## config.mk

```make
export PLATFORM = sky130hd
export DESIGN_NAME = spi_cmd_rx
export DESIGN_NICKNAME = d
export VERILOG_FILES = /design/src/rtl/spi_rx_pkg.sv /design/src/rtl/spi_rx_sync.sv /design/src/rtl/spi_rx_frame.sv /design/src/rtl/spi_rx_commit.sv /design/src/rtl/spi_cmd_rx.sv
export SDC_FILE = /design/constraint.sdc
export NUM_CORES = 1
export LEC_CHECK = 0
export ABC_AREA = 1
export BUFFER_PORTS_ARGS = -buffer_cell sky130_fd_sc_hd__buf_2
export CAP_MARGIN = 25
export CORE_MARGIN = 8
export CORE_UTILIZATION = 35
export CTS_CLUSTER_DIAMETER = 200
export DETAILED_ROUTE_END_ITERATION = 8
export GPL_ROUTABILITY_DRIVEN = 0
export HOLD_SLACK_MARGIN = 0.15
export PLACE_DENSITY = 0.59
export REMOVE_ABC_BUFFERS = 1
export SLEW_MARGIN = 20
export SYNTH_ARGS = -nofsm -noshare
export SYNTH_HDL_FRONTEND = slang
export SYNTH_HIERARCHICAL = 1
export SYNTH_SLANG_ARGS = --single-unit
```

## constraint.sdc

```tcl
create_clock -name clk -period 1.2 [get_ports clk]
set_clock_uncertainty 0.2 [all_clocks]
set_input_delay 0.24 -clock clk [delete_from_list [all_inputs] [get_ports clk]]
set_output_delay 0.24 -clock clk [all_outputs]
set_load 0.005 [all_outputs]
```

## src/rtl/spi_rx_pkg.sv

```systemverilog
package spi_rx_pkg;
  localparam int DEF_BYTE_W = 8;
  localparam int DEF_SYNC_STAGES = 2;

  function automatic int cnt_width(input int n);
    return $clog2(n + 1);
  endfunction
endpackage

```

## src/rtl/spi_rx_sync.sv

```systemverilog
module spi_rx_sync #(
  parameter int          W       = 3,
  parameter int          STAGES  = 2,
  parameter logic [W-1:0] RST_VAL = '0
) (
  input  logic         clk,
  input  logic         rst_n,
  input  logic [W-1:0] async_i,
  output logic [W-1:0] sync_o
);
  logic [STAGES-1:0][W-1:0] chain_q;
  logic [STAGES-1:0][W-1:0] chain_d;

  always_comb begin
    chain_d[0] = async_i;
    for (int s = 1; s < STAGES; s++) chain_d[s] = chain_q[s-1];
  end

  always_ff @(posedge clk or negedge rst_n) begin
    if (!rst_n) begin
      for (int s = 0; s < STAGES; s++) chain_q[s] <= RST_VAL;
    end else begin
      chain_q <= chain_d;
    end
  end

  assign sync_o = chain_q[STAGES-1];
endmodule

```

## src/rtl/spi_rx_frame.sv

```systemverilog
module spi_rx_frame
  import spi_rx_pkg::*;
#(
  parameter int BYTE_W = DEF_BYTE_W
) (
  input  logic              clk,
  input  logic              rst_n,
  input  logic              sclk_s,
  input  logic              dat_s,
  input  logic              en_n_s,
  output logic              en_rise_o,
  output logic              full_o,
  output logic [BYTE_W-1:0] shreg_o
);
  localparam int CNT_W = cnt_width(BYTE_W);
  localparam logic [CNT_W-1:0] CNT_MAX = CNT_W'(BYTE_W);

  logic              sclk_q, en_q;
  logic [CNT_W-1:0]  cnt_q, cnt_d;
  logic [BYTE_W-1:0] shreg_q, shreg_d;
  logic              sclk_rise, en_fall, shift_en;

  assign sclk_rise = sclk_s & ~sclk_q;
  assign en_fall   = en_q & ~en_n_s;
  assign shift_en  = sclk_rise & ~en_n_s & (cnt_q != CNT_MAX);

  always_comb begin
    cnt_d   = cnt_q;
    shreg_d = shreg_q;
    if (en_fall) begin
      cnt_d = '0;
    end else if (shift_en) begin
      cnt_d   = cnt_q + 1'b1;
      shreg_d = {shreg_q[BYTE_W-2:0], dat_s};
    end
  end

  always_ff @(posedge clk or negedge rst_n) begin
    if (!rst_n) begin
      sclk_q  <= 1'b0;
      en_q    <= 1'b1;
      cnt_q   <= '0;
      shreg_q <= '0;
    end else begin
      sclk_q  <= sclk_s;
      en_q    <= en_n_s;
      cnt_q   <= cnt_d;
      shreg_q <= shreg_d;
    end
  end

  assign en_rise_o = ~en_q & en_n_s;
  assign full_o    = (cnt_q == CNT_MAX);
  assign shreg_o   = shreg_q;

  assert_cnt_bounded_R3: assert property (@(posedge clk) disable iff (!rst_n)
    int'(cnt_q) <= BYTE_W);
  assert_extra_bits_dropped_R3: assert property (@(posedge clk) disable iff (!rst_n)
    (full_o && sclk_rise && !en_fall) |=> $stable(shreg_q));
  assert_idle_clock_ignored_R6: assert property (@(posedge clk) disable iff (!rst_n)
    (en_n_s && en_q && sclk_rise) |=> ($stable(shreg_q) && $stable(cnt_q)));
endmodule

```

## src/rtl/spi_rx_commit.sv

```systemverilog
module spi_rx_commit
  import spi_rx_pkg::*;
#(
  parameter int BYTE_W = DEF_BYTE_W
) (
  input  logic              clk,
  input  logic              rst_n,
  input  logic              en_rise_i,
  input  logic              full_i,
  input  logic [BYTE_W-1:0] shreg_i,
  output logic [BYTE_W-1:0] data_o,
  output logic              valid_o
);
  logic [BYTE_W-1:0] data_q, data_d;
  logic              valid_q, valid_d;
  logic              load;

  assign load = en_rise_i & full_i;

  always_comb begin
    data_d  = data_q;
    valid_d = 1'b0;
    if (load) begin
      data_d  = shreg_i;
      valid_d = 1'b1;
    end
  end

  always_ff @(posedge clk or negedge rst_n) begin
    if (!rst_n) begin
      data_q  <= '0;
      valid_q <= 1'b0;
    end else begin
      data_q  <= data_d;
      valid_q <= valid_d;
    end
  end

  assign data_o  = data_q;
  assign valid_o = valid_q;

  assert_strobe_one_cycle_R5: assert property (@(posedge clk) disable iff (!rst_n)
    valid_q |=> !valid_q);
  assert_only_full_frames_R4: assert property (@(posedge clk) disable iff (!rst_n)
    valid_q |-> $past(full_i));
  assert_hold_without_strobe_R4: assert property (@(posedge clk) disable iff (!rst_n)
    !valid_q |-> $stable(data_q));
endmodule

```

## src/rtl/spi_cmd_rx.sv

```systemverilog
module spi_cmd_rx
  import spi_rx_pkg::*;
#(
  parameter int BYTE_W      = DEF_BYTE_W,
  parameter int SYNC_STAGES = DEF_SYNC_STAGES
) (
  input  logic              clk,
  input  logic              rst_n,
  input  logic              ser_clk_i,
  input  logic              ser_dat_i,
  input  logic              ser_en_n_i,
  output logic [BYTE_W-1:0] cmd_o,
  output logic              cmd_valid_o
);
  logic [1:0]        rst_pipe_q;
  logic              rst_sync_n;
  logic [2:0]        pins_s;
  logic              en_rise, full;
  logic [BYTE_W-1:0] shreg;

  always_ff @(posedge clk or negedge rst_n) begin
    if (!rst_n) rst_pipe_q <= 2'b00;
    else        rst_pipe_q <= {rst_pipe_q[0], 1'b1};
  end
  assign rst_sync_n = rst_pipe_q[1];

  spi_rx_sync #(
    .W(3), .STAGES(SYNC_STAGES), .RST_VAL(3'b100)
  ) i_sync (
    .clk    (clk),
    .rst_n  (rst_sync_n),
    .async_i({ser_en_n_i, ser_dat_i, ser_clk_i}),
    .sync_o (pins_s)
  );

  spi_rx_frame #(.BYTE_W(BYTE_W)) i_frame (
    .clk      (clk),
    .rst_n    (rst_sync_n),
    .sclk_s   (pins_s[0]),
    .dat_s    (pins_s[1]),
    .en_n_s   (pins_s[2]),
    .en_rise_o(en_rise),
    .full_o   (full),
    .shreg_o  (shreg)
  );

  spi_rx_commit #(.BYTE_W(BYTE_W)) i_commit (
    .clk      (clk),
    .rst_n    (rst_sync_n),
    .en_rise_i(en_rise),
    .full_i   (full),
    .shreg_i  (shreg),
    .data_o   (cmd_o),
    .valid_o  (cmd_valid_o)
  );
endmodule

```

==> impl_metrics.py <==
metrics = {
    "clocking": {
        "cts_tree": "done",
        "cts.path.max_buffers": 2,
        "clk_latency_ns": 0.33,
        "postCtsHoldBufs": 7,
        "numCtsBuffers": 5,
        "clock-sinks": 31,
        "cts_root_buf": "clkbuf_4",
        "h-tree-depth": 2,
        "clkTransAtPathRegs_ns": 0.09,
    },
    "worst_setup_path": {
        "required_ns": 1.23,
        "worstSetupPathType": "reg2reg",
        "start_kind": "flop",
        "crit_arrival_ns": 1.50,
        "critPathCaptureType": "flop",
        "cp_max_fo": 8,
    },
    "die": {
        "rows": 21,
        "design.core.area_um2": 3337,
        "dieArea_um2": 5640,
        "io_pins": 14,
        "die_x_um": 75.10,
        "die_h_um": 75.10,
        "initial_utilization": 0.3663,
    },
    "timing": {
        "finalSetupViolCount": 30,
        "max_freq_ghz": 0.6771,
        "period_needed_ns": 1.477,
        "setup_ws_ns": -0.2768,
        "tns_ns": -6.078,
        "drv_slew": 0,
        "rsz0062_at_grt": "yes",
        "timing.hold.ws_ns": 0.06580,
        "hold_viol_final": 0,
        "post-route-period-util": 1.231,
    },
    "detailed_routing": {
        "wl_um": 2291,
        "detail-route-antenna-nets": 0,
        "routedWlPerCell_um": 10.66,
        "viasPerCell": 4.358,
        "drt_iter0_drc": 43,
        "vias": 937,
        "dr.pass1.iters": 4,
        "drc": 0,
    },
    "flow_run": {
        "drv_cap": 0,
    },
    "global_routing": {
        "grt_pass1_vias": 944,
        "grt_max_degree": 25,
        "grt_pass1_wl_um": 4126,
        "grt_use_total": 0.09735,
        "grt-ovfl-total": 0,
        "antenna_found_initial": 0,
    },
    "placed_design": {
        "post-place-ws_ns": -0.3223,
        "hpwl_um": 1565,
        "place_area_um2": 1421,
        "port_buffers": 13,
    },
    "status": {
        "violations": "negative setup slack",
        "status": "finished with violations",
    },
    "layout": {
        "filler_cell_count": 307,
        "fin_area_um2": 1725,
        "seq_area_um2": 779.5,
        "fin_util": 0.5171,
        "multi_input_area_um2": 424.2,
        "area_delta_synth_final_pct": 41.15,
        "fin_nets": 175,
        "antennaDiodeCount": 0,
        "drive_gt1_frac": 0.3787,
    },
    "power": {
        "p_leak_nw": 0.9440,
        "ir_drop_mv": 0.6251,
        "power.density_nw_per_um2": 1208,
    },
    "synthesis": {
        "synthFlopType": "dfrtp_1",
        "async_flop_share": 1.000,
        "synth_seq_cells": 31,
        "synth.distinct_cells": 18,
        "syn_inst": 117,
        "syn_area_um2": 1222,
        "synth-edff-count": 0,
        "yosysSeqAreaShare": 0.6377,
        "syn_area_per_cell_um2": 10.45,
        "yosysWarnings": 6,
    },
    "min_path": {
        "hp-class": "reg2async",
    },
}
==> cell families (layout without fill, tap and decap cells) <==
kind of cell | count (synthesis) | count (layout) | synth area share
and+or+nand+nor | 72 | 72 | 0.2794
DFF | 31 | 31 | 0.6377
buffers and inverters | 10 | 62 | 0.05220
adders and majority gates | 2 | 2 | 0.02047
other | 1 | 1 | 0.003068
xor gates and xnor gates | 1 | 1 | 0.007166
==> timing repair <==
item / in CTS / in global routing
pin swaps: 13 / 0
resized for setup: 15 / 0
buffers inserted: 9 / 5
endpoints found under the setup margin: 30 / 30
endpoints found under the hold margin: 7 / 24
==> area by class of cell <==
class	instances	share of cell area
sequential	31	0.4518
multi-input combinational	76	0.2458
timing repair buffer	48	0.2161
clock buffer	8	0.03988
tap	46	0.03336
inverter	6	0.01305
==> layout by cell type, fill, tap and decap left out, types with 2 or more instances in the layout <==
master and n:
buf_2 13, buf_4 23, buf_6 4, clkbuf_4 5, clkbuf_8 2, dfrtp_1 28, dfstp_2 3, dlygate4sd3_1 7
inv_1 3, inv_2 3, nand2_1 38, nand2_4 3, nand3_1 21, nand3_2 3, nand4_1 2, nor2_1 2
nor2_4 2
==> metrics by stage <==
step | std cells | total power (W)
floorplan | 113 | 0.001290
global placement | 186 | 0.001375
detailed placement | 186 | 0.001381
CTS | 210 | 0.002115
global route | 215 | 0.002214
finish | 215 | 0.002085
==> synth_stat cells (2+ instances only) <==
master	instances	share of area
dfstp_2	3	0.064
nand3_1	24	0.098
ha_1	2	0.020
nand2_1	39	0.12
inv_1	5	0.015
dfrtp_1	28	0.57
nand4_1	2	0.010
nor2_1	2	0.0061
buf_6	3	0.028
==> worst max-delay path, stage by stage (launching register included) <==
cell and delay (ns):
dfrtp_1 0.37, inv_2 0.06, ha_4 0.16, nand2_4 0.07, nor2_4 0.05, nor2_4 0.22
nand2_4 0.12, nand2_1 0.08, nand2_1 0.05
==> sequential cells by signal, indices dropped and copies added (netlist names) <==
name	cells
i_sync/chain_d	3
i_sync/sync_o	3
i_commit/data_o	8
i_frame/en_q	1
i_frame/sclk_q	1
i_commit/valid_o	1
i_frame/cnt_q	4
i_frame/shreg_o	8
rst_pipe_q	2
==> where the power goes <==
part           internal, W  switching [W]
combinational     0.000108       0.000108
sequential         0.00113      0.0000629
clock             0.000344       0.000334
total              0.00158       0.000505
==> path summary, 6_finish.rpt <==
path	endpoint	cells past startpoint	slack [ns]	from
max in group asynchronous	i_frame/en_q	1	0.07	rst_pipe_q[1]
setup / recovery	i_frame/shreg_o[4]	8	-0.28	i_frame/cnt_q[0]
hold / removal	i_frame/cnt_q[2]	1	0.07	rst_pipe_q[1]
hold reg to reg	i_frame/cnt_q[2]	1	0.07	rst_pipe_q[1]
min in group clk	i_sync/sync_o[0]	0	0.15	i_sync/chain_d[3]
setup reg to reg	i_frame/shreg_o[4]	8	-0.28	i_frame/cnt_q[0]
==> layer usage <==
| metal | global-route usage | vias up | wire [µm] |
|---|---|---|---|
| met2 | 0.1564 | 19 | 1143 |
| met5 | 0 | - | 0 |
| li1 | - | 476 | - |
| met4 | 0.03261 | 0 | 8 |
| met3 | 0.04927 | 2 | 135 |
| met1 | 0.1085 | 440 | 1003 |
(Power assumes the default switching activity.)
